## src/rtl/prp_fm_pkg.sv

```systemverilog
package prp_fm_pkg;

    typedef enum logic [2:0] {
        ST_IDLE,
        ST_PLAN,
        ST_ISSUE,
        ST_RECV,
        ST_FINISH,
        ST_RESPOND
    } fm_state_e;

    typedef struct packed {
        logic [3:0]  valid_ent;
        logic [5:0]  err;
        logic [9:0]  desc_left;
        logic        half;
        logic [11:0] idx;
        logic        fmt;
        logic        spare;
        logic [60:0] haddr;
        logic [31:0] size;
    } fetch_info_t;

    typedef struct packed {
        logic [2:0]  zero;
        logic        half;
        logic [11:0] idx;
    } fill_desc_t;

    localparam int unsigned PAGE_SHIFT     = 12;
    localparam logic [5:0]  ERR_BAD_OFFSET = 6'd1;

endpackage

```

## src/rtl/prp_fetch_plan.sv

```systemverilog
module prp_fetch_plan #(
    parameter int unsigned N  = 8,
    parameter int unsigned CW = 4
) (
    input  logic [31:0]   size_left,
    input  logic [9:0]    desc_left,
    output logic [CW-1:0] cnt,
    output logic          chain,
    output logic [CW-1:0] data_cnt
);
    logic [32:0] rounded;
    logic [20:0] need;
    logic [20:0] cap_w;
    logic [20:0] desc_w;
    logic [20:0] lim_a;
    logic [20:0] lim_b;

    assign rounded = {1'b0, size_left} + 33'd4095;
    assign need    = rounded[32:12];
    assign cap_w   = 21'(N);
    assign desc_w  = {11'd0, desc_left};

    always_comb begin
        lim_a    = (desc_w < cap_w) ? desc_w : cap_w;
        lim_b    = (need < lim_a) ? need : lim_a;
        cnt      = CW'(lim_b);
        chain    = (desc_w > cap_w) && (need >= cap_w);
        data_cnt = chain ? CW'(N - 1) : CW'(lim_b);
    end
endmodule

```

## src/rtl/prp_entry_check.sv

```systemverilog
module prp_entry_check (
    input  logic [63:0] entry,
    input  logic        is_ptr,
    output logic        bad
);
    always_comb begin
        if (is_ptr) bad = (entry[1:0] != 2'b00);
        else        bad = (entry[11:0] != 12'h000);
    end
endmodule

```

## src/rtl/prp_slot_addr.sv

```systemverilog
module prp_slot_addr #(
    parameter int unsigned N    = 8,
    parameter int unsigned CW   = 4,
    parameter int unsigned AW   = 32,
    parameter logic [31:0] BASE = 32'h4000_0000
) (
    input  logic [11:0]   idx,
    input  logic          half,
    input  logic [CW-1:0] beat,
    output logic [AW-1:0] addr
);
    logic [AW-1:0] slot_num;
    logic [AW-1:0] entry_num;

    assign slot_num  = AW'({idx, half});
    assign entry_num = (slot_num * AW'(N)) + AW'(beat);
    assign addr      = AW'(BASE) + (entry_num << 3);
endmodule

```

## src/rtl/prp_info_update.sv

```systemverilog
module prp_info_update
    import prp_fm_pkg::*;
#(
    parameter int unsigned CW       = 4,
    parameter int unsigned LIST_ENT = 512
) (
    input  fetch_info_t   req,
    input  logic [CW-1:0] cnt,
    input  logic          chain,
    input  logic [CW-1:0] data_cnt,
    input  logic [60:0]   ptr_addr,
    input  logic          bad,
    output fetch_info_t   upd
);
    logic [32:0] dec;
    logic [32:0] size_w;

    assign dec    = 33'(data_cnt) << PAGE_SHIFT;
    assign size_w = {1'b0, req.size};

    always_comb begin
        upd           = '0;
        upd.size      = (size_w >= dec) ? 32'(size_w - dec) : 32'd0;
        upd.haddr     = chain ? ptr_addr : (req.haddr + 61'(cnt));
        upd.desc_left = chain ? 10'(LIST_ENT) : (req.desc_left - 10'(cnt));
        upd.fmt       = req.fmt;
        upd.idx       = req.idx;
        upd.half      = ~req.half;
        upd.err       = bad ? ERR_BAD_OFFSET : 6'd0;
        upd.valid_ent = 4'(data_cnt);
        upd.spare     = 1'b0;
    end
endmodule

```

## src/rtl/prp_fetch_mgr.sv

```systemverilog
module prp_fetch_mgr
    import prp_fm_pkg::*;
#(
    parameter int unsigned N        = 8,
    parameter int unsigned AW       = 32,
    parameter logic [31:0] BASE     = 32'h4000_0000,
    parameter int unsigned LIST_ENT = 512,
    localparam int unsigned CW      = $clog2(N + 1)
) (
    input  logic          clk,
    input  logic          rst_n,
    input  logic          req_tvalid,
    output logic          req_tready,
    input  logic [127:0]  req_tdata,
    output logic          dma_req_valid,
    input  logic          dma_req_ready,
    output logic [63:0]   dma_req_addr,
    output logic [CW-1:0] dma_req_count,
    input  logic          dma_rsp_valid,
    input  logic [63:0]   dma_rsp_data,
    output logic          mem_we,
    output logic [AW-1:0] mem_addr,
    output logic [63:0]   mem_wdata,
    output logic          fill_tvalid,
    input  logic          fill_tready,
    output logic [15:0]   fill_tdata,
    output logic [127:0]  info_tdata
);
    fm_state_e     state_q, state_d;
    fetch_info_t   req_q;
    fetch_info_t   info_q;
    fetch_info_t   upd;
    fill_desc_t    fill_d;

    logic [CW-1:0] cnt_q, dcnt_q, beat_q;
    logic          chain_q, err_q;
    logic [63:0]   ptr_q;

    logic [CW-1:0] plan_cnt, plan_dcnt;
    logic          plan_chain;
    logic          last_beat, is_ptr, entry_bad;
    logic          req_hs, fill_hs;
    logic          unused_fields;

    assign req_hs    = req_tvalid && req_tready;
    assign fill_hs   = fill_tvalid && fill_tready;
    assign last_beat = (beat_q == (cnt_q - CW'(1)));
    assign is_ptr    = chain_q && last_beat;

    prp_fetch_plan #(.N(N), .CW(CW)) u_plan (
        .size_left (req_q.size),
        .desc_left (req_q.desc_left),
        .cnt       (plan_cnt),
        .chain     (plan_chain),
        .data_cnt  (plan_dcnt)
    );

    prp_entry_check u_check (
        .entry  (dma_rsp_data),
        .is_ptr (is_ptr),
        .bad    (entry_bad)
    );

    prp_slot_addr #(.N(N), .CW(CW), .AW(AW), .BASE(BASE)) u_addr (
        .idx  (req_q.idx),
        .half (~req_q.half),
        .beat (beat_q),
        .addr (mem_addr)
    );

    prp_info_update #(.CW(CW), .LIST_ENT(LIST_ENT)) u_upd (
        .req      (req_q),
        .cnt      (cnt_q),
        .chain    (chain_q),
        .data_cnt (dcnt_q),
        .ptr_addr (ptr_q[63:3]),
        .bad      (err_q),
        .upd      (upd)
    );

    // next state
    always_comb begin
        state_d = state_q;
        unique case (state_q)
            ST_IDLE:    if (req_hs) state_d = ST_PLAN;
            ST_PLAN:    state_d = (plan_cnt != '0) ? ST_ISSUE : ST_FINISH;
            ST_ISSUE:   if (dma_req_ready) state_d = ST_RECV;
            ST_RECV:    if (dma_rsp_valid && last_beat) state_d = ST_FINISH;
            ST_FINISH:  state_d = ST_RESPOND;
            ST_RESPOND: if (fill_hs) state_d = ST_IDLE;
            default:    state_d = ST_IDLE;
        endcase
    end

    // state register
    always_ff @(posedge clk or negedge rst_n) begin
        if (!rst_n) state_q <= ST_IDLE;
        else        state_q <= state_d;
    end

    // datapath registers
    always_ff @(posedge clk or negedge rst_n) begin
        if (!rst_n) begin
            req_q   <= '0;
            info_q  <= '0;
            cnt_q   <= '0;
            dcnt_q  <= '0;
            beat_q  <= '0;
            chain_q <= 1'b0;
            err_q   <= 1'b0;
            ptr_q   <= '0;
        end else begin
            unique case (state_q)
                ST_IDLE: begin
                    if (req_hs) req_q <= fetch_info_t'(req_tdata);
                end
                ST_PLAN: begin
                    cnt_q   <= plan_cnt;
                    dcnt_q  <= plan_dcnt;
                    chain_q <= plan_chain;
                    beat_q  <= '0;
                    err_q   <= 1'b0;
                    ptr_q   <= '0;
                end
                ST_RECV: begin
                    if (dma_rsp_valid) begin
                        beat_q <= beat_q + CW'(1);
                        err_q  <= err_q | entry_bad;
                        if (is_ptr) ptr_q <= dma_rsp_data;
                    end
                end
                ST_FINISH: info_q <= upd;
                default: ;
            endcase
        end
    end

    // outputs
    always_comb begin
        req_tready    = 1'b0;
        dma_req_valid = 1'b0;
        mem_we        = 1'b0;
        fill_tvalid   = 1'b0;
        unique case (state_q)
            ST_IDLE:    req_tready    = 1'b1;
            ST_ISSUE:   dma_req_valid = 1'b1;
            ST_RECV:    mem_we        = dma_rsp_valid;
            ST_RESPOND: fill_tvalid   = 1'b1;
            default: ;
        endcase
    end

    assign fill_d.zero    = 3'b000;
    assign fill_d.half    = info_q.half;
    assign fill_d.idx     = info_q.idx;
    assign fill_tdata     = fill_d;
    assign info_tdata     = info_q;
    assign dma_req_addr   = {req_q.haddr, 3'b000};
    assign dma_req_count  = cnt_q;
    assign mem_wdata      = dma_rsp_data;
    assign unused_fields  = ^{req_q.err, req_q.spare, req_q.valid_ent, ptr_q[2:0]};
endmodule

```

## config.mk

```make
export PLATFORM = sky130hd
export DESIGN_NAME = prp_fetch_mgr
export DESIGN_NICKNAME = d
export VERILOG_FILES = /design/src/rtl/prp_fm_pkg.sv /design/src/rtl/prp_fetch_plan.sv /design/src/rtl/prp_entry_check.sv /design/src/rtl/prp_slot_addr.sv /design/src/rtl/prp_info_update.sv /design/src/rtl/prp_fetch_mgr.sv
export SDC_FILE = /design/constraint.sdc
export NUM_CORES = 1
export LEC_CHECK = 0
export BUFFER_PORTS_ARGS = -buffer_cell sky130_fd_sc_hd__buf_2
export CAP_MARGIN = 30
export CORE_UTILIZATION = 45
export CTS_CLUSTER_DIAMETER = 100
export DETAILED_ROUTE_END_ITERATION = 7
export PLACE_DENSITY = 0.81
export SETUP_SLACK_MARGIN = 0.15
export SYNTH_ARGS = -nofsm -noshare
export SYNTH_HDL_FRONTEND = slang
export SYNTH_HIERARCHICAL = 1
export SYNTH_SLANG_ARGS = --single-unit
```

## constraint.sdc

```tcl
create_clock -name clk -period 3.45 [get_ports clk]
set_input_delay 0.69 -clock clk [delete_from_list [all_inputs] [get_ports clk]]
set_output_delay 0.69 -clock clk [all_outputs]
set_load 0.01 [all_outputs]
```

* Yosys cells after proc, flatten, opt, wreduce, memory -nomap -nowiden
Index checks and enable logic that the tools add are counted.
** Operators by class
- Equality and inequality tests :: 12
- $add $sub $neg :: 8
- Mux-type cells :: 25
- Bitwise gates (word level) :: 2
- Reductions and logical operators :: 14
- $lt $le $gt $ge :: 5
** Operator list (number)
- 2-to-1 mux 64 bit :: 2
- case mux 64 bit (2 select lines) :: 1
- adder 61 x 4 -> 61 bit :: 1
- 2-to-1 mux 61 bit :: 1
- adder 32 x 12 -> 33 bit, second input constant :: 1
- adder 31 x 32 -> 32 bit, first input constant :: 1
- >= comparator 32 x 16 -> 1 bit :: 1
- 2-to-1 mux 32 bit :: 1
- subtractor 32 x 16 -> 32 bit :: 1
- >= comparator 21 x 4 -> 1 bit, second input constant :: 1
- less-than comparator 21 x 10 -> 1 bit :: 1
- 2-to-1 mux 10 bit :: 2
- case mux 3 bit (6 select lines) :: 1
- adder 16 x 4 -> 17 bit :: 1
- 2-to-1 mux 3 bit :: 5
- 2-to-1 mux 4 bit :: 3
- != test 2 bit, second input constant :: 6
- nonzero test 12 bit :: 1
- > comparator 10 x 4 -> 1 bit, second input constant :: 1
- less-than comparator 10 x 4 -> 1 bit, second input constant :: 1
- subtractor 10 x 4 -> 10 bit :: 1
- case mux 4 bit (2 select lines) :: 1
- 2-to-1 mux 1 bit :: 7
- == test 3 x 2 -> 1 bit, second input constant :: 2
- 15 further kinds :: 22
** Storage, ports and cells
- Input port bits :: 198
- Output and inout port bits :: 312
- Bits in registers :: 325
- Logic and storage cells :: 87

* Longest topological paths before layout
- Depth after elaboration :: 7
- Gate-level depth with buffers :: 17
- Depth with buffers taken out :: 17

* Hierarchy
Netlist, hierarchy kept.
** By module, submodules not included
- prp_fetch_mgr :: area each 14229.9 um^2, times used 1, cells each 1046
- prp_info_update :: area each 3340.7 um^2, times used 1, cells each 540
- prp_fetch_plan :: area each 792.0 um^2, times used 1, cells each 107
- prp_slot_addr :: area each 409.1 um^2, times used 1, cells each 54
- prp_entry_check :: area each 28.8 um^2, times used 1, cells each 5

* Worst setup path before layout
No wires, ideal clock.
- Path type :: reg2reg
- From :: reg req_q[7] (netlist name)
- To :: reg state_q[2]
- Period minus slack after synthesis :: 3.469 ns
- Cell stages (with the launch flop) :: 16
- Data arrival time :: 3.386 ns
- Slack :: -0.019 ns
- Path buffers :: 0
- Data required time :: 3.367 ns
- Path through :: dfrtp_1 -> nor4_4 -> nand3_1 -> and3_1 -> xnor2_1 -> inv_1 -> ha_1 -> a21oi_1 -> o211ai_1 -> a221oi_1 -> o21ai_1 -> a211oi_2 -> o21ai_0 -> nor4_1 -> a22oi_1 -> o21ai_0
** Between the ends
- Cells in the longest elaborated chain, start to end :: 6
** Ends and longest elaborated chain
- start: declaration :: line prp_fetch_mgr.sv:30 : fetch_info_t req_q;
- start signal: assignment :: line prp_fetch_mgr.sv:115 : if (req_hs) req_q <= fetch_info_t'(req_tdata);
- adder 32 x 12 -> 33 bit (*) :: line prp_fetch_plan.sv:18 : assign rounded = {1'b0, size_left} + 33'd4095;
- less-than comparator 21 x 10 -> 1 bit :: line prp_fetch_plan.sv:25 : lim_b = (need < lim_a) ? need : lim_a;
- 2-to-1 mux 4 bit (*) :: line prp_fetch_plan.sv:25
- named net plan_cnt[1] :: line prp_fetch_mgr.sv:39 : logic [CW-1:0] plan_cnt, plan_dcnt;
- nonzero test 4 bit (*) :: line prp_fetch_mgr.sv:86 : ST_PLAN: state_d = (plan_cnt != '0) ? ST_ISSUE : ST_FINISH;
- 2-to-1 mux 3 bit (*) :: line prp_fetch_mgr.sv:86
- case mux 3 bit (6 select lines) (*) :: line prp_fetch_mgr.sv:84 : unique case (state_q)
- end signal: assignment :: line prp_fetch_mgr.sv:98 : else state_q <= state_d;
- end: declaration :: line prp_fetch_mgr.sv:29 : fm_state_e state_q, state_d;
Mark *: on every way through the listed nets, which the timed path passes. The rest lies on a longest branch.
A chain may end at the register's enable or synchronous reset.

* Final worst setup path
- From :: reg req_q[8] (netlist name)
- To :: reg state_q[2]
Same word-level chain as after synthesis.

==> impl_metrics.ini <==
[run_status]
status = complete, but fails checks
violations = negative setup slack

[clock_tree]
cts_buffer_depth = 3
clk-insertion-delay-late_ps = 560
cts_buffers = 37
cts-root-buf = clkbuf_16
hold_buffers = 0
cts_sinks = 323
clk_pin_slew_worst_paths_ps = 70
h-tree-depth = 2
cts_tree = built

[sta]
tightestPinTransition_ps = 962
finClkSkew_ps = 34.7
setup_violations = 1
drv_slew = 0
rsz0062_at_grt = yes
max_freq_mhz = 288
final.min_clock_period_ps = 3470
fin_crit_sh = 1.01
hold_viol_final = 0
fin_ws_ps = -22.0
slew_headroom = 0.359

[hold_path]
hp-class = primary input to asynchronous set/reset pin

[logic_synthesis]
postSynthCellCount = 1730
avgSynthCellArea_um2 = 10.6
synth_area_um2 = 18400
ys_warn_count = 6

[drt]
postRouteWirelength_um = 52700
viasPerCell = 5.44
final_antenna_net_count = 0
wl_per_cell_um = 20.0
drt_iter0_markers = 968
drc = 0
dr.pass1.iters = 5
vias = 14300

[power_and_ir_drop]
p_switching_uw = 7580
total_power_uw = 18900
pwr-share-comb = 0.419
power_frac_seq = 0.380
internal_power_uw = 11300
swShare = 0.401
ir_worst_vdd_mv = 0.497
powerDensity_nw_per_um2 = 870
p_leak_uw = 0.0111
clockPowerShare = 0.202

[setup_path]
cp.required_ps = 3940
cp-end-kind = flip-flop
crit_type = flip-flop to flip-flop
arrival_ps = 3960
start_kind = flip-flop
critPathMaxFanout = 6
reg2reg_slack_ps = -20

[job]
cap_viol_max_count = 0

[global_routing]
grt_pass1_vias = 14300
track_usage = 0.248
antenna_found_initial = 5
grt_pass1_wl_um = 80400
grt_max_degree = 85
grt_overflow = 0

[die]
initial_core_util = 0.460
num_io_pins = 510
rows = 73
die_width_um = 204
die_h_um = 204
fp.dieArea_um2 = 41700
core-area_um2 = 40000

[final_layout]
instances_no_fill = 2638
area_growth_pct = 18.0
final_area_um2 = 21700
drive_gt1_frac = 0.434
final_nets = 2310
fin_util = 0.543

[placement]
place_area_um2 = 20300
dp_cells = 2560
portBuffers = 477
dp_hpwl_um = 37900
globalplace.congestion = 0.852
==> sequential cells by signal, summed over array words and instances, names as in the netlist <==
register / cells
info_tdata: 115
dma_req_addr: 61
ptr_q: 61
req_q: 56
fill_tdata: 13
beat_q: 4
dcnt_q: 4
dma_req_count: 4
state_q: 3
chain_q: 1
err_q: 1
==> cell usage in the layout, fill, tap and decap left out, types with 4 or more instances in the layout <==
| cell type | count |
|---|---|
| xnor2_1 | 38 |
| conb_1 | 33 |
| or4_1 | 25 |
| buf_2 | 476 |
| or3_1 | 20 |
| a31oi_1 | 25 |
| and3_1 | 12 |
| buf_4 | 62 |
| ha_1 | 23 |
| and2_1 | 4 |
| dfrtp_1 | 322 |
| buf_12 | 8 |
| mux2_2 | 250 |
| nand3_1 | 44 |
| nor4_1 | 15 |
| nand2b_1 | 5 |
| o31a_1 | 6 |
| inv_1 | 84 |
| clkbuf_1 | 9 |
| nor3_2 | 5 |
| nor4b_1 | 5 |
| nor2b_1 | 23 |
| nor3_1 | 16 |
| xor2_1 | 29 |
| nand4_1 | 31 |
| nand2_2 | 5 |
| o21ai_0 | 51 |
| nor2_1 | 72 |
| a21oi_1 | 18 |
| clkinv_2 | 5 |
| nand2_1 | 155 |
| and4_1 | 5 |
| mux2i_1 | 63 |
| a21o_1 | 5 |
| nor4_4 | 5 |
| clkbuf_16 | 37 |
| clkbuf_8 | 10 |
| diode_2 | 4 |
| o31ai_1 | 19 |
==> worst max-delay path, stage by stage (launching register included) <==
cell and delay [ps]:
dfrtp_1 410, nor4_4 390, a31oi_4 160, buf_6 170, nand2_1 80, xnor2_1 70, ha_1 310, nand2_2 60
or4_4 540, o21ai_4 160, a211oi_2 50, buf_4 180, mux2i_4 200, nor4_4 330, a22oi_1 130, o21ai_1 150
==> metrics by stage <==
stage	setup slack (ps)	TNS, ps	hold WS, ps
after floorplan	46.2	0	394
after global placement	-206	-349	479
after detailed placement	-224	-408	489
after CTS	-24.0	-24.0	177
after global routing	-201	-591	208
final	-22.0	-22.0	157
==> routing by layer <==
metal	global-route usage	up-vias	part of all wire
li1	-	6534	-
met1	0.316	7130	0.42
met2	0.416	585	0.48
met3	0.0434	99	0.062
met4	0.0991	0	0.037
met5	0	-	0
==> layout make-up <==
type	instances	area [µm²]
flip-flops and latches	323	8080
well taps	525	657
fillers	3415	18300
diodes	4	10.0
inverters	88	330
clock buffers	56	1100
multi-input cells	1085	8420
clock inverters	8	66.3
repair buffers	549	3050
==> repair_timing <==
| action | in CTS | in global routing |
|---|---|---|
| buffers inserted | 6 | 4 |
| pin swaps | 15 | 11 |
| setup endpoints to repair | 6 | 16 |
| resized for setup | 18 | 17 |
==> worst paths after layout <==
kind,from,to,depth (start not counted)
max in group asynchronous,rst_n,ptr_q[24]$_DFFE_PN0P_,2
hold / removal,rst_n,dma_req_addr[57]$_DFFE_PN0P_,1
min in group clk,dma_req_ready,state_q[0]$_DFFE_PN0P_,2
setup reg to reg,req_q[8]$_DFFE_PN0P_,state_q[2]$_DFFE_PN0P_,15
hold reg to reg,info_tdata[84]$_DFFE_PN0P_,info_tdata[84]$_DFFE_PN0P_,1
setup / recovery,req_q[8]$_DFFE_PN0P_,state_q[2]$_DFFE_PN0P_,15
==> power groups by stage <==
stage | Combinational (µW) | Clock [µW] | Sequential (µW)
2_1_floorplan | 5310 | 0 | 6960
3_3_place_gp | 7390 | 0 | 7090
3_5_place_dp | 7600 | 0 | 7190
4_1_cts | 7780 | 3890 | 7140
5_1_grt | 8620 | 4020 | 7400
6_report | 7910 | 3810 | 7170
Note: power is estimated with default switching activity, not from simulation.
